### config.mk
export PLATFORM = sky130hd
export DESIGN_NAME = sdr_bringup_seq
export DESIGN_NICKNAME = d
export VERILOG_FILES = /design/src/rtl/sdr_seq_pkg.sv /design/src/rtl/sdr_wait_timer.sv /design/src/rtl/sdr_refresh_tracker.sv /design/src/rtl/sdr_bringup_seq.sv
export SDC_FILE = /design/constraint.sdc
export NUM_CORES = 1
export LEC_CHECK = 0
export BUFFER_PORTS_ARGS = -buffer_cell sky130_fd_sc_hd__buf_4
export CORE_UTILIZATION = 25
export DETAILED_ROUTE_END_ITERATION = 8
export GPL_ROUTABILITY_DRIVEN = 1
export SETUP_SLACK_MARGIN = 0.2
export SYNTH_ARGS = -nofsm -noshare
export SYNTH_HDL_FRONTEND = slang
export SYNTH_HIERARCHICAL = 1
export SYNTH_SLANG_ARGS = --single-unit
export TNS_END_PERCENT = 1
### constraint.sdc
create_clock -name clk -period 2.3 [get_ports clk]
set_input_delay 0.23 -clock clk [delete_from_list [all_inputs] [get_ports clk]]
set_output_delay 0.23 -clock clk [all_outputs]
set_load 0.05 [all_outputs]
### src/rtl/sdr_seq_pkg.sv
package sdr_seq_pkg;

  typedef enum logic [3:0] {
    CMD_MRS = 4'b0000,
    CMD_REF = 4'b0001,
    CMD_PRE = 4'b0010,
    CMD_NOP = 4'b0111
  } sdr_cmd_e;

  typedef enum logic [2:0] {
    ST_BOOT,
    ST_PWR,
    ST_RP,
    ST_IREF,
    ST_RSC,
    ST_IDLE,
    ST_RFC
  } seq_st_e;

  function automatic int unsigned ns_to_cyc(input int unsigned ns, input int unsigned mhz);
    return (ns * mhz + 999) / 1000;
  endfunction

  function automatic int unsigned max2(input int unsigned a, input int unsigned b);
    return (a > b) ? a : b;
  endfunction

endpackage

### src/rtl/sdr_wait_timer.sv
module sdr_wait_timer #(
  parameter int W = 8
) (
  input  logic         clk,
  input  logic         rst_n,
  input  logic         load,
  input  logic [W-1:0] load_val,
  output logic         done
);

  logic [W-1:0] cnt_q, cnt_d;

  always_comb begin
    cnt_d = cnt_q;
    if (load)              cnt_d = load_val;
    else if (cnt_q != '0)  cnt_d = cnt_q - 1'b1;
  end

  always_ff @(posedge clk or negedge rst_n) begin
    if (!rst_n) cnt_q <= '0;
    else        cnt_q <= cnt_d;
  end

  assign done = (cnt_q == '0);

  // a non-zero wait never ends in the cycle right after it starts
  p_wait_holds_r3: assert property (@(posedge clk) disable iff (!rst_n)
    (load && load_val != '0) |=> !done);

endmodule

### src/rtl/sdr_refresh_tracker.sv
module sdr_refresh_tracker #(
  parameter int REFI_CYC = 780,
  parameter int MAX_OWED = 8
) (
  input  logic clk,
  input  logic rst_n,
  input  logic run,
  input  logic consume,
  output logic ref_req
);

  localparam int IW = $clog2(REFI_CYC + 1);
  localparam int OW = $clog2(MAX_OWED + 1);
  localparam logic [IW-1:0] IV_LOAD = IW'(REFI_CYC - 1);
  localparam logic [OW-1:0] OWED_CAP = OW'(MAX_OWED);

  logic [IW-1:0] ivl_q, ivl_d;
  logic [OW-1:0] owed_q, owed_d;
  logic          tick;

  always_comb begin
    tick  = run && (ivl_q == '0);
    ivl_d = ivl_q;
    if (!run || ivl_q == '0) ivl_d = IV_LOAD;
    else                     ivl_d = ivl_q - 1'b1;

    owed_d = owed_q;
    case ({tick, consume})
      2'b10:   if (owed_q != OWED_CAP) owed_d = owed_q + 1'b1;
      2'b01:   owed_d = owed_q - 1'b1;
      default: owed_d = owed_q;
    endcase
  end

  always_ff @(posedge clk or negedge rst_n) begin
    if (!rst_n) begin
      ivl_q  <= IV_LOAD;
      owed_q <= '0;
    end else begin
      ivl_q  <= ivl_d;
      owed_q <= owed_d;
    end
  end

  assign ref_req = (owed_q != '0);

  // debt never exceeds the queue limit
  p_owed_cap_r7: assert property (@(posedge clk) disable iff (!rst_n)
    owed_q <= OWED_CAP);
  // a refresh is only consumed while one is owed
  p_consume_debt_r8: assert property (@(posedge clk) disable iff (!rst_n)
    consume |-> ref_req);
  // a new request only appears after an interval expiry
  p_req_from_tick_r6: assert property (@(posedge clk) disable iff (!rst_n)
    $rose(ref_req) |-> $past(tick));

endmodule

### src/rtl/sdr_bringup_seq.sv
module sdr_bringup_seq
  import sdr_seq_pkg::*;
#(
  parameter int CLK_MHZ   = 100,
  parameter int PWRUP_NS  = 100000,
  parameter int TRP_NS    = 20,
  parameter int TRFC_NS   = 80,
  parameter int TRSC_NS   = 20,
  parameter int REFI_NS   = 7800,
  parameter int INIT_REFS = 2,
  parameter int MAX_OWED  = 8,
  parameter int AW        = 13
) (
  input  logic          clk,
  input  logic          rst_n,
  input  logic [AW-1:0] mode_cfg,
  input  logic          ref_grant,
  output logic          cs_n,
  output logic          ras_n,
  output logic          cas_n,
  output logic          we_n,
  output logic          cke,
  output logic          dqm,
  output logic [1:0]    ba,
  output logic [AW-1:0] addr,
  output logic          ready,
  output logic          ref_req,
  output logic          cas_lat_bad
);

  localparam int PWR_CYC  = ns_to_cyc(PWRUP_NS, CLK_MHZ);
  localparam int TRP_CYC  = ns_to_cyc(TRP_NS, CLK_MHZ);
  localparam int TRFC_CYC = ns_to_cyc(TRFC_NS, CLK_MHZ);
  localparam int TRSC_CYC = ns_to_cyc(TRSC_NS, CLK_MHZ);
  localparam int REFI_CYC = ns_to_cyc(REFI_NS, CLK_MHZ);
  localparam int MAXW     = max2(max2(PWR_CYC, TRP_CYC), max2(TRFC_CYC, TRSC_CYC));
  localparam int TW       = $clog2(MAXW + 1);
  localparam int RW       = $clog2(INIT_REFS + 1);
  localparam int ALL_BANK_BIT = 10;
  localparam int CL_LSB   = 4;

  seq_st_e       st_q, st_d;
  sdr_cmd_e      cmd_q, cmd_d;
  logic [AW-1:0] addr_q, addr_d;
  logic          ready_q, ready_d;
  logic          bad_q, bad_d;
  logic [RW-1:0] refs_q, refs_d;
  logic          tm_load, tm_done, consume;
  logic [TW-1:0] tm_val;
  logic [2:0]    cl_code;

  assign cl_code = mode_cfg[CL_LSB +: 3];

  sdr_wait_timer #(.W(TW)) u_timer (
    .clk(clk), .rst_n(rst_n), .load(tm_load), .load_val(tm_val), .done(tm_done)
  );

  sdr_refresh_tracker #(.REFI_CYC(REFI_CYC), .MAX_OWED(MAX_OWED)) u_track (
    .clk(clk), .rst_n(rst_n), .run(ready_q), .consume(consume), .ref_req(ref_req)
  );

  always_comb begin
    st_d    = st_q;
    cmd_d   = CMD_NOP;
    addr_d  = '0;
    ready_d = ready_q;
    bad_d   = bad_q;
    refs_d  = refs_q;
    tm_load = 1'b0;
    tm_val  = '0;
    consume = 1'b0;
    case (st_q)
      ST_BOOT: begin
        tm_load = 1'b1;
        tm_val  = TW'(PWR_CYC - 1);
        st_d    = ST_PWR;
      end
      ST_PWR: if (tm_done) begin
        cmd_d = CMD_PRE;
        addr_d[ALL_BANK_BIT] = 1'b1;
        tm_load = 1'b1;
        tm_val  = TW'(TRP_CYC - 1);
        st_d    = ST_RP;
      end
      ST_RP: if (tm_done) begin
        cmd_d   = CMD_REF;
        tm_load = 1'b1;
        tm_val  = TW'(TRFC_CYC - 1);
        refs_d  = RW'(INIT_REFS - 1);
        st_d    = ST_IREF;
      end
      ST_IREF: if (tm_done) begin
        tm_load = 1'b1;
        if (refs_q != '0) begin
          cmd_d  = CMD_REF;
          tm_val = TW'(TRFC_CYC - 1);
          refs_d = refs_q - 1'b1;
        end else begin
          cmd_d  = CMD_MRS;
          addr_d = mode_cfg;
          tm_val = TW'(TRSC_CYC - 1);
          bad_d  = !(cl_code == 3'd2 || cl_code == 3'd3);
          st_d   = ST_RSC;
        end
      end
      ST_RSC: if (tm_done) begin
        ready_d = 1'b1;
        st_d    = ST_IDLE;
      end
      ST_IDLE: if (ref_req && ref_grant) begin
        cmd_d   = CMD_REF;
        tm_load = 1'b1;
        tm_val  = TW'(TRFC_CYC - 1);
        consume = 1'b1;
        st_d    = ST_RFC;
      end
      ST_RFC: if (tm_done) st_d = ST_IDLE;
      default: st_d = ST_BOOT;
    endcase
  end

  always_ff @(posedge clk or negedge rst_n) begin
    if (!rst_n) begin
      st_q    <= ST_BOOT;
      cmd_q   <= CMD_NOP;
      addr_q  <= '0;
      ready_q <= 1'b0;
      bad_q   <= 1'b0;
      refs_q  <= '0;
    end else begin
      st_q    <= st_d;
      cmd_q   <= cmd_d;
      addr_q  <= addr_d;
      ready_q <= ready_d;
      bad_q   <= bad_d;
      refs_q  <= refs_d;
    end
  end

  assign {cs_n, ras_n, cas_n, we_n} = cmd_q;
  assign addr        = addr_q;
  assign ba          = 2'b00;
  assign cke         = 1'b1;
  assign dqm         = 1'b1;
  assign ready       = ready_q;
  assign cas_lat_bad = bad_q;

  // precharge always selects every bank
  p_pre_all_r2: assert property (@(posedge clk) disable iff (!rst_n)
    (cmd_q == CMD_PRE) |-> addr_q[ALL_BANK_BIT]);
  // mode set carries the configured value
  p_mrs_value_r4: assert property (@(posedge clk) disable iff (!rst_n)
    (cmd_q == CMD_MRS) |-> (addr_q == $past(mode_cfg)));
  // ready never drops once raised
  p_ready_sticky_r5: assert property (@(posedge clk) disable iff (!rst_n)
    ready_q |=> ready_q);
  // normal-mode refresh follows a grant
  p_ref_granted_r8: assert property (@(posedge clk) disable iff (!rst_n)
    (ready_q && cmd_q == CMD_REF) |-> ($past(ref_grant) && $past(ref_req)));

endmodule

== Yosys cells after proc, flatten, opt, wreduce, memory -nomap -nowiden ==
Index checks and enable logic that the tools add are counted.
Word-level totals
  register bits: 52
  bits of input ports: 16
  output and inout port bits: 24
  logic and storage cells: 93
Cells by class
  add/sub/neg operators: 5
  eq/ne operators: 19
  multiplexer cells: 37
  bitwise logic cells: 1
  reduce and logical (&&, ||, !) cells: 22
Operators with widths (number)
  14-bit one-hot mux with 5 select lines: 1
  14-bit 2-to-1 mux: 3
  3-bit 2-to-1 mux: 13
  13-bit 2-to-1 mux: 2
  10-bit 2-to-1 mux: 2
  3-bit one-hot mux with 6 select lines: 1
  14-bit logical NOT: 1
  14-bit nonzero test: 1
  14-bit by 1-bit subtractor with 14-bit output, second input constant: 1
  3-bit by 2-bit == test with 1-bit output, second input constant: 4
  2-bit != test, second input constant: 6
  3-bit one-hot mux with 4 select lines: 1
  10-bit logical NOT: 1
  10-bit by 1-bit subtractor with 10-bit output, second input constant: 1
  3-bit == test, second input constant: 3
  2-bit 2-to-1 mux: 4
  4-bit one-hot mux with 2 select lines: 1
  2-bit nonzero test: 4
  6-bit AND reduction: 1
  1-bit 2-to-1 mux: 5
  4-bit by 1-bit adder with 4-bit output, second input constant: 1
  4-bit 2-to-1 mux: 1
  2-bit by 1-bit != test with 1-bit output, second input constant: 2
  4-bit != test, second input constant: 1
  19 further kinds: 23

== Longest topological paths before layout ==
  depth in word-level cells: 7
  depth in mapped cells: 11
  depth with buffers taken out: 11

== Cells and area by module ==
The synthesis kept the hierarchy.
Modules (own cells, without submodules)
  sdr_bringup_seq: times used 1, cells each 94, area each 1061.0 um^2, sequential area each 579.3 um^2
  sdr_wait_timer: times used 1, cells each 77, area each 837.1 um^2, sequential area each 350.3 um^2
  sdr_refresh_tracker: times used 1, cells each 79, area each 792.0 um^2, sequential area each 356.6 um^2

== Worst setup path after synthesis ==
Ideal clock, no wire load.
  path type: reg2reg
  from: register u_track.owed_q[1]
  to: register u_track.owed_q[2]
  library setup time: 0.079 ns
  arrival: 2.553 ns
  required time: 2.221 ns
  slack: -0.333 ns
  cell stages (with the launch flop): 9
  buffers on the path: 0
  period minus slack after synthesis: 2.633 ns
  cell sequence: dfrtp_1 nor3_1 nand2b_1 nand4_1 nor2_1 or4bb_1 a2111o_1 o22ai_2 xor2_1
Between the ends
  word-level cells in the longest chain between the ends: 7
  elaborated cells on any way between the ends: 14
  those cells by class: add/sub (2); eq/ne (4); mux (4); reduce/logical (4)
Ends and longest elaborated chain
  from (decl): line sdr_refresh_tracker.sv:18  | logic [OW-1:0] owed_q, owed_d;
  from (signal assigned): line sdr_refresh_tracker.sv:41  | owed_q <= owed_d;
  4-bit nonzero test *: line sdr_refresh_tracker.sv:45  | assign ref_req = (owed_q != '0);
  net ref_req: line sdr_bringup_seq.sv:27  | output logic ref_req,
  1-bit logical AND *: line sdr_bringup_seq.sv:110  | ST_IDLE: if (ref_req && ref_grant) begin
  1-bit 2-to-1 mux *: line sdr_bringup_seq.sv:110
  1-bit 2-to-1 mux *: line sdr_bringup_seq.sv:72  | case (st_q)
  net consume: line sdr_bringup_seq.sv:48  | logic tm_load, tm_done, consume;
  2-bit == test / 2-bit by 1-bit == test with 1-bit output (equally long branches): line sdr_refresh_tracker.sv:28  | case ({tick, consume})
  2-bit by 1-bit != test with 1-bit output (no source line) / 2-bit nonzero test (equally long branches)
  2-bit AND reduction (no source line)
Mark *: on every way through the listed nets, which the timed path passes. The rest lies on a longest branch. The select of a mux whose other input is x is not followed.
A chain may end at the register's enable or synchronous reset.

== Worst setup path in the final report ==
  from: register u_track.ivl_q[5]
  to: register u_track.owed_q[1]
Between the ends
  elaborated cells on any way between the ends: 8
  those cells by class: eq/ne (3); mux (1); reduce/logical (4)
RTL lines
  from (decl): line sdr_refresh_tracker.sv:17  | logic [IW-1:0] ivl_q, ivl_d;
  from (signal assigned): line sdr_refresh_tracker.sv:40  | ivl_q <= ivl_d;
  10-bit logical NOT *: line sdr_refresh_tracker.sv:22  | tick = run && (ivl_q == '0);
  1-bit logical AND *: line sdr_refresh_tracker.sv:22
  2-bit by 1-bit == test with 1-bit output / 2-bit == test (equally long branches): line sdr_refresh_tracker.sv:28
  4-bit one-hot mux with 2 select lines *: line sdr_refresh_tracker.sv:28
  net u_track.owed_d[1]: line sdr_refresh_tracker.sv:18
Mark *: on every way through the listed nets, which the timed path passes. The rest lies on a longest branch.

==> flow_summary.yaml <==
synthesis:
  yosys_warnings: 6
  synth_edf_count: 0
  yosysTopAreaCell: "dfrtp_1"
  seq_area_frac_synth_pct: 47.8
  synth_area_leaders: "dfrtp_1 40%, dfstp_2 7.8%, xnor2_1 4.2%"
  yosysTopAreaCellShare_pct: 40.0
  syn_area_um2: 2690
  syn-instance-count: 250
  yosysUniqueCellTypes: 61
  yosysMostFrequentCell: "dfrtp_1"
  avgSynthCellArea_um2: 10.8
  ys_async_sr_fraction_pct: 100
  netlist_top_cells_count: "43 x dfrtp_1, 26 x nand2_1, 16 x nor2_1"
  ys_seq_elements: 51
  synth_ff_type: "dfrtp_1"
pwr:
  finalPower_mw: 2.50
  powerDensity_nw_per_um2: 720
  ir_worst_vdd_v: 0.000383
  power.leakage_nw: 1.54
place:
  place_ws_ns: 0.0136
  port_buffers: 34
  gp_congestion: 0.742
  dp_hpwl_um: 3790
  placed_cell_area_um2: 3220
floorplan:
  die_h_um: 106
  fp.dieArea_um2: 11200
  start_util_pct: 25.9
  die_w_um: 106
  num_rows: 37
  io-pin-count: 40
  core_um2: 10400
global_route:
  grt_pass1_wl_um: 9220
  track_usage_pct: 10.2
  antenna_found_initial: 0
  globalRouteOverflowTotal: 0
  grt_max_degree: 52
  grt_pass1_vias: 2009
setup_path:
  critPathBufInv: 0
  critPathLaunchType: "flop"
  cp.arrival_ns: 2.50
  cp_top_family: "simple AND/OR/NAND/NOR gates"
  cp_cell_sequence: "or4_4, o31ai_4, xnor2_1, ha_1, mux2_4, a211o_1"
  critical_path_cell_count: 6
  cp.required_ns: 2.50
  criticalPathCategory: "flop to flop"
  startpoint: "u_track/ivl_q[5]"
  worstPathMaxFanout: 2
  crit_path_top_delay_cell: "or4_4"
  rr_startpoint: "u_track/ivl_q[5]"
  critPathMaxStageDelay_ns: 0.56
  end_kind: "flop"
  r2r_cells: 6
clocking:
  cts_root_buf: "clkbuf_8"
  clk_path_buf_depth: 2
  clkLatencyLatePin_ns: 0.30
  htree_levels: 2
  clk_pin_slew_worst_paths_ns: 0.09
  cts_tree: "done"
  cts.sinks: 51
  numCtsBuffers: 5
route:
  wl_um: 5400
  via_per_inst: 4.46
  first_iter_violations: 63
  wl_per_cell_um: 12.0
  firstDrtPassIters: 4
  drc_errors: 0
  num_vias: 2002
  final_antenna_net_count: 0
sta:
  hold_viol_final: 0
  worst-slew-pin-transition_ns: 0.663
  whs_ns: 0.138
  final.setup_skew_ns: 0.00361
  min_period_ns: 2.30
  setup_slack_ns: 0.0000249
  finalCritPeriodShare_pct: 100
  grt_setup_unrepaired: "true"
  setup_viol: 0
  timing.slew.headroom_pct: 55.8
  fmax_ghz: 0.435
  slew_viol_final: 0
cells_and_area:
  final_area_um2: 3470
  syn2layout_area_growth_pct: 28.9
  fin_nets: 333
  n_antenna_cell: 0
  fill_cells: 1082
  drive_gt1_share_pct: 38.7
worst_hold_path:
  worstHoldStart: "mode_cfg[1]"
  holdCritPathClass: "input port to flop"
  min_path_cells: 2
run:
  drv_cap: 0
status:
  outcome: "finished, final reports clean"
[cells by family (layout without fill, tap and decap cells)]
kind of cell               Yosys count  count (layout)  share of synthesized area [%]
adders and majority gates            5               5                           2.33
other                                2              11                          0.279
xor gates and xnor gates            21              21                           6.84
buffers and inverters               23              77                           4.88
AOI/OAI and AO/OA                   42              42                           12.4
DFF                                 51              51                           47.8
muxes                                3               3                           1.21
and+or+nand+nor                    103             103                           24.2
[layout make-up]
class	count	area, um2	share of cell area, %
tap	136	170	4.91
multi-input combinational	185	1400	40.3
timing repair buffer	59	469	13.5
clock buffer	8	100	2.89
sequential	51	1290	37.3
inverter	10	37.5	1.08
[path summary, 6_finish.rpt]
kind / endpoint / slack (ns)
worst max-delay path: u_track/owed_q[1] / 0.00002
worst min-delay path: addr[1] / 0.14
worst max register to register: u_track/owed_q[1] / 0.00002
worst min register to register: u_track/ivl_q[0] / 0.47
max in group asynchronous: ready / 1.30
min in group asynchronous: u_track/owed_q[3] / 0.49
[registers in the layout (all words and copies together) (netlist names)]
| name | cells |
|---|---|
| refs_q | 2 |
| addr | 13 |
| st_q | 3 |
| u_timer/cnt_q | 14 |
| ready | 1 |
| u_track/ivl_q | 10 |
| u_track/owed_q | 4 |
| cmd_q | 3 |
| cas_lat_bad | 1 |
[per-stage QoR]
step | utilization [%] | cells | setup TNS (ns)
after detailed placement | 31.1 | 432 | 0
final | 33.4 | 449 | 0
after CTS | 32.3 | 443 | 0
after floorplan | - | 259 | 0
after global placement | 31.1 | 432 | 0
after global routing | 33.4 | 449 | -0.0477
[layer usage]
layer	GRT usage, %	share of wire, %	vias to the layer above
met5	0	0	-
met1	13.5	47	985
met2	16.7	49	33
met3	1.55	3.1	5
met4	3.77	1.3	0
li1	-	-	979
[layout by cell type, fill, tap and decap left out, types with 5 or more instances in the layout]
cell type | netlist | final
a21oi_1 | 6 | 6
a22o_1 | 7 | 7
and2_2 | 12 | 12
buf_4 | 5 | 55
clkbuf_8 | 0 | 7
conb_1 | 2 | 11
dfrtp_1 | 43 | 38
dfrtp_2 | 0 | 5
dfstp_2 | 8 | 8
inv_1 | 10 | 9
nand2_1 | 26 | 26
nand3_1 | 5 | 5
nor2_1 | 16 | 15
o31ai_1 | 7 | 6
xnor2_1 | 13 | 13
xor2_1 | 8 | 8
[where the power goes]
group / total [mW] / internal (mW) / switching, mW
sequential: 1.22 / 1.03 / 0.185
combinational: 0.710 / 0.366 / 0.343
clock: 0.573 / 0.275 / 0.297
[worst reg2reg max path: cells and delay by family, from the launching register on]
family | cells | cell delay, ns
mux | 1 | 0.28
fa+ha+maj | 1 | 0.32
xor+xnor | 1 | 0.12
compound gates | 2 | 0.51
simple gates | 1 | 0.56
flops | 1 | 0.40
[timing repair]
item	in CTS	in global routing
setup buffers	2	6
pin swaps	2	10
endpoints found under the setup margin	24	34
resized for setup	0	20
hold buffers	1	0
hold endpoints to repair	43	0
Note: power is estimated with default switching activity, not from simulation.
